<file path="config.mk">
export PLATFORM = sky130hd
export DESIGN_NAME = sm_irq_ctrl
export DESIGN_NICKNAME = d
export VERILOG_FILES = /design/src/rtl/sm_irq_pkg.sv /design/src/rtl/sm_evt_flags.sv /design/src/rtl/sm_irq_mask.sv /design/src/rtl/sm_cmd_track.sv /design/src/rtl/sm_irq_ctrl.sv
export SDC_FILE = /design/constraint.sdc
export NUM_CORES = 1
export LEC_CHECK = 0
export ABC_CLOCK_PERIOD_IN_PS = 1000
export BUFFER_PORTS_ARGS = -buffer_cell sky130_fd_sc_hd__buf_2
export CORE_UTILIZATION = 35
export CTS_CLUSTER_DIAMETER = 30
export DETAILED_ROUTE_END_ITERATION = 8
export PLACE_DENSITY = 0.72
export SKIP_LAST_GASP = 1
export SLEW_MARGIN = 20
export SYNTH_ARGS = -nofsm -noshare
export SYNTH_HDL_FRONTEND = slang
export SYNTH_SLANG_ARGS = --single-unit
</file>
<file path="constraint.sdc">
create_clock -name clk_i -period 1 [get_ports clk_i]
set_input_delay 0.05 -clock clk_i [delete_from_list [all_inputs] [get_ports clk_i]]
set_output_delay 0.05 -clock clk_i [all_outputs]
set_load 0.005 [all_outputs]
</file>
<file path="src/rtl/sm_irq_pkg.sv">
package sm_irq_pkg;
  localparam int unsigned N_EVT  = 7;
  localparam int unsigned N_SRC  = N_EVT + 1;
  localparam int unsigned STAT_W = 25;

  localparam int unsigned EV_CSR  = 4;
  localparam int unsigned EV_IEND = 6;

  // status word bit for each source, last entry is the enabled level
  localparam int unsigned SRC_POS [N_SRC] = '{0, 1, 2, 3, 8, 9, 10, 24};

  function automatic logic [STAT_W-1:0] src_to_word(input logic [N_SRC-1:0] s);
    logic [STAT_W-1:0] w;
    w = '0;
    for (int i = 0; i < N_SRC; i++) w[SRC_POS[i]] = s[i];
    return w;
  endfunction

  function automatic logic [N_SRC-1:0] word_to_src(input logic [STAT_W-1:0] w);
    logic [N_SRC-1:0] s;
    for (int i = 0; i < N_SRC; i++) s[i] = w[SRC_POS[i]];
    return s;
  endfunction
endpackage

</file>
<file path="src/rtl/sm_evt_flags.sv">
module sm_evt_flags #(
  parameter int unsigned N = 7
) (
  input  logic         clk_i,
  input  logic         rst_ni,
  input  logic [N-1:0] evt_i,
  input  logic         clr_i,
  output logic [N-1:0] flags_o
);
  for (genvar i = 0; i < N; i++) begin : g_flag
    logic flag_q;
    always_ff @(posedge clk_i or negedge rst_ni) begin
      if (!rst_ni)    flag_q <= 1'b0;
      else if (clr_i) flag_q <= evt_i[i];  // keep event that collides with read
      else            flag_q <= flag_q | evt_i[i];
    end
    assign flags_o[i] = flag_q;
  end
endmodule

</file>
<file path="src/rtl/sm_irq_mask.sv">
module sm_irq_mask #(
  parameter int unsigned N = 8
) (
  input  logic         clk_i,
  input  logic         rst_ni,
  input  logic         set_en_i,
  input  logic         clr_en_i,
  input  logic [N-1:0] bits_i,
  output logic [N-1:0] mask_o
);
  logic [N-1:0] mask_q;

  always_ff @(posedge clk_i or negedge rst_ni) begin
    if (!rst_ni)       mask_q <= '0;
    else if (set_en_i) mask_q <= mask_q | bits_i;
    else if (clr_en_i) mask_q <= mask_q & ~bits_i;
  end

  assign mask_o = mask_q;
endmodule

</file>
<file path="src/rtl/sm_cmd_track.sv">
module sm_cmd_track (
  input  logic clk_i,
  input  logic rst_ni,
  input  logic iend_i,
  input  logic csr_i,
  output logic done_o
);
  logic seen_iend_q, seen_csr_q, done_q;
  logic iend_n, csr_n, both;

  assign iend_n = seen_iend_q | iend_i;
  assign csr_n  = seen_csr_q | csr_i;
  assign both   = iend_n & csr_n;

  always_ff @(posedge clk_i or negedge rst_ni) begin
    if (!rst_ni) begin
      seen_iend_q <= 1'b0;
      seen_csr_q  <= 1'b0;
      done_q      <= 1'b0;
    end else begin
      seen_iend_q <= iend_n & ~both;
      seen_csr_q  <= csr_n & ~both;
      done_q      <= both;
    end
  end

  assign done_o = done_q;
endmodule

</file>
<file path="src/rtl/sm_irq_ctrl.sv">
module sm_irq_ctrl
  import sm_irq_pkg::*;
#(
  parameter int unsigned DATA_W = 32,
  parameter int unsigned ADDR_W = 2
) (
  input  logic              clk_i,
  input  logic              rst_ni,
  input  logic [N_EVT-1:0]  evt_i,
  input  logic              en_lvl_i,
  input  logic              reg_rd_i,
  input  logic              reg_wr_i,
  input  logic [ADDR_W-1:0] reg_addr_i,
  input  logic [DATA_W-1:0] reg_wdata_i,
  output logic [DATA_W-1:0] reg_rdata_o,
  output logic              irq_o,
  output logic              cmd_done_o
);
  localparam logic [ADDR_W-1:0] A_STAT = ADDR_W'(0);
  localparam logic [ADDR_W-1:0] A_SET  = ADDR_W'(1);
  localparam logic [ADDR_W-1:0] A_CLR  = ADDR_W'(2);
  localparam logic [ADDR_W-1:0] A_MASK = ADDR_W'(3);
  localparam int unsigned PAD_W = DATA_W - STAT_W;

  logic [N_EVT-1:0]  flags_q;
  logic [N_SRC-1:0]  mask_q;
  logic [N_SRC-1:0]  src_now;
  logic [N_SRC-1:0]  wr_bits;
  logic [DATA_W-1:0] rd_mux, rdata_q;
  logic              stat_rd;
  logic              unused_wdata;

  assign stat_rd = reg_rd_i && (reg_addr_i == A_STAT);
  assign wr_bits = word_to_src(reg_wdata_i[STAT_W-1:0]);
  assign unused_wdata = ^reg_wdata_i;

  sm_evt_flags #(.N(N_EVT)) u_flags (
    .clk_i   (clk_i),
    .rst_ni  (rst_ni),
    .evt_i   (evt_i),
    .clr_i   (stat_rd),
    .flags_o (flags_q)
  );

  sm_irq_mask #(.N(N_SRC)) u_mask (
    .clk_i    (clk_i),
    .rst_ni   (rst_ni),
    .set_en_i (reg_wr_i && (reg_addr_i == A_SET)),
    .clr_en_i (reg_wr_i && (reg_addr_i == A_CLR)),
    .bits_i   (wr_bits),
    .mask_o   (mask_q)
  );

  sm_cmd_track u_cmd (
    .clk_i  (clk_i),
    .rst_ni (rst_ni),
    .iend_i (evt_i[EV_IEND]),
    .csr_i  (evt_i[EV_CSR]),
    .done_o (cmd_done_o)
  );

  assign src_now = {en_lvl_i, flags_q};

  always_comb begin
    rd_mux = '0;
    case (reg_addr_i)
      A_STAT:  rd_mux = {{PAD_W{1'b0}}, src_to_word(src_now)};
      A_MASK:  rd_mux = {{PAD_W{1'b0}}, src_to_word(mask_q)};
      default: rd_mux = '0;
    endcase
  end

  always_ff @(posedge clk_i or negedge rst_ni) begin
    if (!rst_ni)       rdata_q <= '0;
    else if (reg_rd_i) rdata_q <= rd_mux;
  end

  assign reg_rdata_o = rdata_q;
  assign irq_o       = |(src_now & mask_q);
endmodule


</file>
==> summary.txt, run 1 <==
Logic synthesis
  • Cell variety after synth: 20
  • Adder-cell area share of the yosys netlist: 3.54%
  • Synth Area in Simple Gates: 6.37%
  • #FFs+latches synth: 26
  • Syn Area/Cell: 11.4 um2
  • Synth Instances: 124
  • Synth Area in Compound Gates: 22.8%
  • YS warnings: 0
  • Synth top area share: 46.0%
  • Post-synthesis mux area share: 0%
  • Post-synthesis xor/xnor area fraction: 0%
  • Synth area leaders: dfrtp_1 (46%), buf_4 (13%), o22ai_2 (7.1%)
  • Largest family of logic cells by synthesized area: compound AO/OA/AOI/OAI gates
  • Synthesized cell area: 1410 um2
  • Sequential area share after synthesis: 46.0%
  • Largest area contributor in the netlist: dfrtp_1

Clock tree
  • CTS Buf Count: 3
  • Later-pin clock latency in the skew report: 0.26 ns
  • Sink Count: 26
  • CTS root buf: clkbuf_8
  • Clock slew at reported path FFs: 0.09 ns
  • CTS tree: built
  • Worst-case clock buffer depth: 2
  • H-tree depth: 1

Worst setup path
  • Crit-path max FO: 3
  • CP Data Required Time: 0.95 ns
  • CP Launch Type: register
  • CP peak stage delay: 0.41 ns
  • CP cell instances: a22oi_1, nand4_1, buf_2
  • Worst reg-to-reg setup slack: 0.04 ns
  • Critical path class: register to primary output
  • Arr. time, crit path: 1.16 ns
  • Slowest library cell on the worst path: dfrtp_1
  • Worst setup EP type: primary output

Timing
  • F_max: 0.825 GHz
  • Final setup violation count: 1
  • Min setup slack post-route: -0.212 ns
  • Min Hold Slack: between 0.04 and 0.05 ns
  • Worst clock skew: 0.00458 ns
  • Fin. max-slew vios: 0
  • Tcrit/Tclk final: 121%
  • Crit path time final: 1.21 ns
  • Count of final hold-check violations: 0
  • Unrepaired setup endpoints after global routing: yes

Power
  • Flop pwr share: 47.5%
  • Clock network fraction of design power: ~32%
  • Leakage: 0.833 nW
  • PwrDens: 1510 nW/um2
  • Maximum vdd drop: 1.55 mV
  • Switch Pwr: around 650 uW
  • Sw frac: roughly 25%
  • Internal Pwr Total: 1.99 mW
  • Combinational Power Share: 20.4%

Die
  • Die Wd: roughly 66 um
  • Core ar.: 3770 um2
  • IO Pins: 80
  • Height of the die: 65.6 um
  • Die ar.: between 4000 and 5000 um2
  • Row cnt: 22
  • Starting Density: 37.5%

Finish
  • Share of cells above drive strength 1: 38.3%
  • Reg area: 651 um2
  • Syn-to-layout area delta: 24.2%
  • Fin nets: 226
  • Util after Layout: between 40% and 50%
  • # diodes: 0
  • Fin area: 1760 um2
  • Area of the multi-input gates: ~570 um2
  • Fin cells: roughly 220
  • Fillers: approximately 360

Global routing
  • Overall routing resource usage: 12.5%
  • Pin count of the biggest net entering global routing: 27
  • Antenna violations before repair: 0
  • First-pass GRT wire length: 4190 um
  • Number of global-route vias before repair: 929
  • Global route overflow: 0

Drt
  • Drt first pass iters: 4
  • Vias per std cell: between 4 and 5
  • DRT Wirelength: 2560 um
  • Via count: 1004
  • Drc violations: 0
  • DRT iter0 DRCs: 19
  • Final ANT Viol Nets: 0
  • Drt wl/cell: 11.5 um

Placement
  • Placed insts: 202
  • Detail Placement HPWL: 1860 um
  • DP Worst Slack: -0.0318 ns
  • GP Congestion: 0.688
  • Placed Instance Area: 1520 um2
  • IO Port Bufs: 31

Status
  • Failing checks: negative setup slack
  • Run status: finished with violations

Job
  • Max-Cap Viols: 0

Hold path
  • Worst hold path type: primary input to register
==> stage by stage <==
step	setup TNS, ns	total power, mW
finish	-0.212	2.64
floorplan	0	1.61
global placement	-0.0854	1.69
detailed placement	-0.185	1.70
global route	-0.242	2.77
CTS	-0.207	2.63
==> layout by cell type, fill, tap and decap left out, drive strengths merged <==
cell / count
clkbuf: 3
nand4: 1
o22ai: 8
bufinv: 1
nor2: 3
a21o: 7
ha: 4
dlygate4sd3: 8
nor3: 2
nand2: 1
nand3: 8
inv: 10
conb: 24
nand2b: 1
a32o: 8
buf: 48
a22oi: 12
dfrtp: 26
==> path summary, 6_finish.rpt <==
path / start / to / cells past startpoint
max: u_flags.g_flag[1].flag_q / irq_o / 3
max reg2reg: register / reg_rdata_o[1] / 3
max in group asynchronous: rst_ni / reg_rdata_o[24] / 3
min: reg_wdata_i[1] / register / 2
min in group asynchronous: rst_ni / async pin / 3
min reg2reg: u_cmd.seen_iend_q / u_cmd.seen_csr_q / 1
==> worst max-delay path, delay by kind of cell, from the launching register on <==
family / cells / cell delay (ns)
flip-flops: 1 / 0.41
AO/OA/AOI/OAI: 1 / 0.19
buffers and inverters: 1 / 0.15
AND/OR/NAND/NOR: 1 / 0.14
==> power by group through the flow <==
stage | Combinational (mW) | Clock (mW) | Sequential, mW
global route | 0.599 | 0.897 | 1.27
CTS | 0.516 | 0.870 | 1.25
finish | 0.538 | 0.848 | 1.26
floorplan | 0.350 | 0 | 1.26
detailed placement | 0.424 | 0 | 1.28
global placement | 0.420 | 0 | 1.27
==> kinds of logic (layout without fill, tap and decap cells) <==
| family | count (synthesis) | in the layout |
|---|---|---|
| DFF | 26 | 26 |
| AOI/OAI and AO/OA | 35 | 35 |
| and+or+nand+nor | 16 | 16 |
| other | 1 | 24 |
| buffers and inverters | 42 | 70 |
| adders and majority gates | 4 | 4 |
==> per-layer routing <==
metal / part of all wire [%] / track usage [%] / up-vias / wire [um]
met5: 0 / 0 / - / 0
met4: 0 / 0.272 / 0 / 0
met3: 7.4 / 4.69 / 0 / 189
met2: 45 / 20.2 / 42 / 1150
met1: 47 / 16.9 / 470 / 1210
li1: - / - / 492 / -
==> synth_stat cells <==
cell,n
nand4_1,1
a22oi_1,12
dfrtp_1,26
conb_1,1
clkbuf_1,1
a32o_1,8
ha_1,4
nor3_1,2
nand2b_1,1
buf_12,1
nand3_2,2
nand3_1,6
buf_6,4
inv_1,10
nor2_1,3
buf_2,2
a21o_1,7
o22ai_2,8
buf_4,24
nand2_2,1
==> cell type report <==
cell class / count / share of cell area, %
Multi-Input combinational cell: 79 / 32.6
Sequential cell: 26 / 37.1
Inverter: 10 / 2.14
Timing Repair Buffer: 56 / 20.7
Clock inverter: 1 / 1.71
Clock buffer: 3 / 2.35
Tap cell: 48 / 3.42
==> timing repair <==
action,in CTS,in global routing
hold buffers,8,0
gates resized for setup,0,4
cloned,0,0
pin swaps,1,2
setup buffers,6,3
hold endpoints to repair,35,0
endpoints found under the setup margin,1,4
Note: power is estimated with default switching activity, not from simulation.
==> inputs of run 2 (changes only) <==
- CAP_MARGIN: default -> 25
- SKIP_CTS_REPAIR_TIMING: default -> 1
==> run 2 against run 1 <==
Net effect: the flow still finishes with violations (negative setup slack); clock power decreased by 0.9%; combinational power decreased by 11%; largest power group unchanged; critical path depth stayed put; critical endpoint unchanged.
==> summary.txt, run 2 (synthesis gave the netlist of run 1 again) <==
Status
  • Run status: finished with violations
  • Failing checks: negative setup slack

Worst setup path
  • Worst path top cell family by delay: flip-flops
  • CP Data Required Time: 0.95 ns (about the same)
  • Critical path class: register to primary output
  • Buf/Inv on CP: 1 (unchanged)
  • CP peak stage delay: 0.42 ns (about the same)
  • Worst setup EP type: primary output
  • CP cell instances: a22oi_2, nand4_1, buf_2
  • Arr. time, crit path: 1.15 ns (about the same)
  • CP Launch Type: register
  • Crit-path max FO: 3 (unchanged)
  • Slowest library cell on the worst path: dfrtp_1

Global routing
  • Number of global-route vias before repair: 863 (-7.1%)
  • Global route overflow: 0 (unchanged)
  • Pin count of the biggest net entering global routing: 27 (unchanged)
  • Overall routing resource usage: 11.5% (-1.0 points)
  • Antenna violations before repair: 0 (unchanged)
  • First-pass GRT wire length: 3860 um (-7.7%)

Finish
  • # diodes: 0 (unchanged)
  • Most frequent cells in the layout: buf_2 (31), dfrtp_1 (26), conb_1 (24), buf_4 (11)
  • Fillers: 365 (+2.5%)
  • Share of cells above drive strength 1: 34.9% (-3.4 points)
  • Syn-to-layout area delta: 20.3%
  • Fin cells: 217 (-2.7%)
  • Fin nets: 220 (-2.7%)
  • Commonest non-fill, non-tap cell in the layout: buf_2

Clock tree
  • Worst-case clock buffer depth: 2 (unchanged)
  • Clock slew at reported path FFs: 0.09 ns (about the same)
  • Sink Count: 26 (unchanged)
  • CTS root buf: clkbuf_8
  • CTS Buf Count: 3 (unchanged)
  • Later-pin clock latency in the skew report: 0.26 ns (about the same)
  • H-tree depth: 1 (unchanged)
  • CTS tree: built

Timing
  • Count of final hold-check violations: 0 (unchanged)
  • Tcrit/Tclk final: 120% (-0.71 points)
  • Min setup slack post-route: -0.205 ns (+0.00713 ns)
  • Crit path time final: 1.20 ns (-0.00713 ns)
  • Fin. max-slew vios: 0 (unchanged)
  • Unrepaired setup endpoints after global routing: yes
  • F_max: 0.830 GHz (+0.59%)
  • Final setup violation count: 1 (unchanged)
  • Worst clock skew: 0.00243 ns (-0.00215 ns)

Die
  • Die Wd: 65.6 um (unchanged)
  • Starting Density: 37.5% (unchanged)
  • Row cnt: 22 (unchanged)
  • Height of the die: 65.6 um (unchanged)
  • Core ar.: 3770 um2 (unchanged)
  • Die ar.: 4300 um2 (unchanged)
  • IO Pins: 80 (unchanged)

Drt
  • DRT Wirelength: 2450 um (-4.1%)
  • Via count: 983 (-2.1%)
  • DRT iter0 DRCs: 24 (+5)
  • Final ANT Viol Nets: 0 (unchanged)
  • Drt wl/cell: 11.3 um (-1.5%)
  • Vias per std cell: 4.53 (+0.62%)
  • Drt first pass iters: 4 (unchanged)
  • Drc violations: 0 (unchanged)

Job
  • Max-Cap Viols: 0 (unchanged)

Power
  • Total power: 2.58 mW (-2.2%)
  • Leakage: 0.805 nW (-3.3%)
  • Maximum vdd drop: 1.54 mV (-0.90%)
  • PwrDens: 1520 nW/um2 (+0.92%)

Placement
  • GP Congestion: 0.688 (unchanged)
  • Detail Placement HPWL: 1860 um (unchanged)
  • IO Port Bufs: 31 (unchanged)
  • Placed insts: 202 (unchanged)

Hold path
  • Worst hold path type: primary input to register
==> run 2: changes by cell type in the layout (fill, tap and decap cells not counted) <==
cell and change:
buf_4 -6, a22oi_1 +2, a22oi_2 -2
==> run 2: metal layers <==
metal	global-route usage (%)	routed length [um]
met1	15.8	1170
met2	18.7	1110
met3	3.99	173
met4	0	0
met5	0	0
==> run 2: where the power goes <==
group / total (mW) / leakage, nW / switching, mW / internal (mW)
combinational: 0.479 / 0.464 / 0.221 / 0.258
sequential: 1.27 / 0.306 / 0.0973 / 1.17
clock: 0.840 / 0.0357 / 0.305 / 0.535
total: 2.58 / 0.805 / 0.623 / 1.96
==> run 2: final timing paths <==
| check | slack [ns] | startpoint | cells past startpoint | endpoint |
|---|---|---|---|---|
| min reg2reg | 0.43 | u_cmd.seen_csr_q | 1 | u_cmd.seen_iend_q |
| max reg2reg | 0.13 | register | 2 | reg_rdata_o[0] |
| min in group asynchronous | 0.30 | rst_ni | 3 | async pin |
| min | 0.05 | reg_wdata_i[10] | 2 | register |
| max | -0.20 | u_flags.g_flag[0].flag_q | 3 | irq_o |
| max in group asynchronous | 0.46 | rst_ni | 3 | reg_rdata_o[8] |
==> run 2: area by class of cell <==
cell class | count | area, um2 | area share (%)
Clock buffer | 3 | 41.3 | 2.43
Clock inverter | 1 | 30.0 | 1.77
Inverter | 10 | 37.5 | 2.21
Multi-Input combinational cell | 79 | 563 | 33.1
Sequential cell | 26 | 651 | 38.3
Tap cell | 48 | 60.1 | 3.53
Timing Repair Buffer | 50 | 318 | 18.7
==> run 2: stage by stage <==
| stage | utilization, % | TNS (ns) | worst slack [ns] | instance area (um2) | hold slack (ns) |
|---|---|---|---|---|---|
| floorplan | - | 0 | 0.188 | 1500 | -0.246 |
| global placement | 40.2 | -0.0854 | -0.0154 | 1520 | 0.0540 |
| detailed placement | 40.2 | -0.185 | -0.0318 | 1520 | 0.0586 |
| CTS | 42.1 | -0.216 | -0.216 | 1590 | -0.237 |
| global route | 45.1 | -0.248 | -0.248 | 1700 | 0.0459 |
| finish | 45.1 | -0.205 | -0.205 | 1700 | 0.0470 |
==> inputs of run 3 (changes only) <==
- CORE_UTILIZATION: 35 -> 43
- PLACE_DENSITY: 0.72 -> 0.85
- SYNTH_HIERARCHICAL: default -> 1
==> run 3 against run 2 <==
Net effect: the run still ends with negative setup slack left; combinational power shrank 3%; utilization grew 10 points; largest power group unchanged; critical path type unchanged; setup slack lost 0.060 ns; global-route usage grew 3.5 points; worst hold slack lost 0.016 ns; non-clock buffer count grew 4; flip-flop and latch count is the same; sequential share of layout area grew 0.43 points; die area shrank 20%; critical path depth is the same.
==> summary.txt, run 3 <==
Status
  • Run status: finished with violations
  • Failing checks: negative setup slack

Power
  • PwrDens: 1460 nW/um2 (-3.7%)
  • Clock network fraction of design power: 29.2% (-3.3 points)
  • Switch Pwr: 621 uW (-0.28%)
  • Leakage: 0.834 nW (+3.6%)
  • Maximum vdd drop: 0.656 mV (-57%)
  • Internal Pwr Total: 1.84 mW (-6.2%)
  • Sw frac: 25.3% (+1.1 points)
  • Combinational Power Share: 18.9% (+0.4 points)
  • Flop pwr share: 51.9% (+2.9 points)

Timing
  • F_max: 0.791 GHz (-4.7%)
  • Count of final hold-check violations: 0 (unchanged)
  • Min Hold Slack: 0.0307 ns (-0.0163 ns)
  • Worst-margin pin slew: roughly 0.56 ns
  • Unrepaired setup endpoints after global routing: yes
  • Worst slew margin: 63.0%
  • Final setup violation count: 2 (+1)
  • Crit path time final: 1.26 ns (+0.0595 ns)
  • Min setup slack post-route: -0.264 ns (-0.0595 ns)
  • Worst clock skew: 0.00198 ns (-0.000445 ns)
  • Tcrit/Tclk final: 126% (+6.0 points)
  • Fin. max-slew vios: 0 (unchanged)

Placement
  • IO Port Bufs: 31 (unchanged)
  • Detail Placement HPWL: 1850 um (-0.47%)
  • DP Worst Slack: -0.0805 ns (-0.0488 ns)
  • GP Congestion: 0.784 (+14%)

Logic synthesis
  • Synthesized cell area: 1380 um2 (-2.6%)
  • Largest area contributor in the netlist: dfrtp_1
  • EDFF count, synth: 0 (unchanged)
  • YS warnings: 6 (+6)
  • Post-synth top cells: buf_4 (32), dfrtp_1 (26), a22oi_1 (12), inv_1 (10)
  • Synth Instances: 132 (+6.5%)
  • #FFs+latches synth: 26 (unchanged)
  • Cell with the most instances after synthesis: buf_4
  • Ys flop type: dfrtp_1
  • Synth top area share: 47.2% (+1.2 points)
  • Post-synth ARST share: 100% (unchanged)
  • Sequential area share after synthesis: 47.2% (+1.2 points)
  • Cell variety after synth: 19 (-5.0%)
  • Synth area leaders: dfrtp_1 (47%), buf_4 (17%), a22oi_1 (6.5%)
  • Syn Area/Cell: 10.4 um2 (-8.5%)

Global routing
  • Busiest grt layer: met2
  • M1 GR Usage: 19.6% (+3.8 points)
  • GRT met2 Usage: 25.1% (+6.4 points)
  • Number of global-route vias before repair: 841 (-2.5%)
  • Antenna violations before repair: 0 (unchanged)
  • Overall routing resource usage: 15.0% (+3.5 points)
  • Pin count of the biggest net entering global routing: 27 (unchanged)
  • Met3 Use GR: 2.20% (-1.8 points)
  • First-pass GRT wire length: 3800 um (-1.8%)
  • Global route overflow: 0 (unchanged)

Finish
  • Fin nets: 227 (+3.2%)
  • Fillers: 304 (-17%)
  • Commonest non-fill, non-tap cell in the layout: buf_2
  • Syn-to-layout area delta: 22.1%
  • Most frequent cells in the layout: buf_2 (31), dfrtp_1 (26), conb_1 (24), dlygate4sd3_1 (16), inv_1 (10)
  • Share of cells above drive strength 1: 27.8% (-7.1 points)
  • # diodes: 0 (unchanged)

Die
  • Core ar.: 3050 um2 (-19%)
  • Starting Density: 45.1% (+7.6 points)
  • Die ar.: 3430 um2 (-20%)
  • Die Wd: 58.6 um (-11%)
  • Height of the die: 58.6 um (-11%)
  • Row cnt: 20 (-9.1%)
  • IO Pins: 80 (unchanged)

Worst setup path
  • R2r worst-path depth: 3 (+1)
  • CP Data Required Time: 0.95 ns (about the same)
  • Worst reg-to-reg setup slack: -0.01 ns (-0.14 ns)
  • Arr. time, crit path: 1.21 ns (+0.06 ns)
  • Reg2Reg Capture Point: reg_rdata_o[1]
  • Slowest library cell on the worst path: dfrtp_1
  • CP Launch Type: register
  • CP cell instances: a22oi_2, nand4_1, buf_2
  • CP peak stage delay: 0.43 ns (about the same)
  • Crit-path max FO: 3 (unchanged)
  • Worst setup EP type: primary output
  • Reg2reg start: u_flags/g_flag[1].flag_q
  • Critical path class: register to primary output

Drt
  • Vias per std cell: 4.39 (-3.2%)
  • DRT Wirelength: 2490 um (+1.6%)
  • Final ANT Viol Nets: 0 (unchanged)
  • Drt wl/cell: 11.3 um (+0.21%)
  • Via count: 965 (-1.8%)
  • Drt first pass iters: 4 (unchanged)
  • Drc violations: 0 (unchanged)
  • DRT iter0 DRCs: 28 (+17%)

Clock tree
  • Sink Count: 26 (unchanged)
  • H-tree depth: 1 (unchanged)
  • CTS root buf: clkbuf_4
  • Worst-case clock buffer depth: 2 (unchanged)
  • Later-pin clock latency in the skew report: 0.32 ns (+0.06 ns)
  • CTS Buf Count: 3 (unchanged)
  • CTS tree: built
  • Clock slew at reported path FFs: 0.14 ns (+0.05 ns)

Hold path
  • Worst hold path type: primary input to register
  • WHS Path Cells: 3 (+1)
  • Hold EP: reg_rdata_o[24]
  • Hold path start: en_lvl_i

Job
  • Max-Cap Viols: 0 (unchanged)
## run 3: changes by cell type in the layout (fill, tap and decap cells not counted), sizes merged
cell and delta:
buf -4, inv +1, nand3 -8, and2 +3
a22o +8, dlygate4sd3 +8, a32o -8, nand2 +7
## run 3: stage by stage
stage,TNS (ns),power [mW],instances,instance area (um2),util [%]
after floorplan,0,1.57,155,1460,-
final,-0.277,2.46,220,1680,55.1
after global routing,-0.385,2.59,220,1680,55.1
after global placement,-0.313,1.63,196,1420,46.5
after CTS,-0.305,2.37,200,1470,48.2
after detailed placement,-0.667,1.65,196,1420,46.5
## run 3: layer usage
metal	routed length, um	share of wire, %
met5	0	0
met2	1240	50
met1	1080	43
met3	126	5.1
met4	49	2.0
## run 3: cell type report
type / instances / area (um2) / share of cell area [%]
Clock inverter: 1 / 30.0 / 1.79
Inverter: 11 / 41.3 / 2.46
Sequential cell: 26 / 651 / 38.7
Clock buffer: 3 / 22.5 / 1.34
Multi-Input combinational cell: 81 / 514 / 30.6
Tap cell: 44 / 55.1 / 3.27
Timing Repair Buffer: 54 / 368 / 21.9
## run 3: how the worst max path moves through the flow
| stage | to | depth (start not counted) |
|---|---|---|
| after floorplan | u_flags/g_flag[5].flag_q | 6 |
| after global placement | register | 6 |
| after detailed placement | register | 6 |
| after CTS | irq_o | 3 |
| after global routing | irq_o | 3 |
| final | irq_o | 3 |
## run 3: kinds of logic (layout without fill, tap and decap cells)
group	count (synthesis)	in the layout	synth area share, %
DFF	26	26	47.2
other	1	24	0.272
and+or+nand+nor	18	18	6.63
AOI/OAI and AO/OA	35	35	19.1
adders and majority gates	4	4	3.63
buffers and inverters	48	69	23.2
## run 3: power groups by stage
stage               Clock (mW)  Sequential, mW  Combinational [mW]
CTS                      0.738            1.26               0.369
global route             0.782            1.29               0.521
detailed placement           0            1.28               0.367
finish                   0.719            1.28               0.466
floorplan                    0            1.25               0.318
global placement             0            1.27               0.353
## run 3: worst max-delay path, delay by kind of cell, from the launching register on
| kind | cells | cell delay [ns] |
|---|---|---|
| flip-flops | 1 | 0.43 |
| AO/OA/AOI/OAI | 1 | 0.19 |
| buffers and inverters | 1 | 0.14 |
| AND/OR/NAND/NOR | 1 | 0.12 |
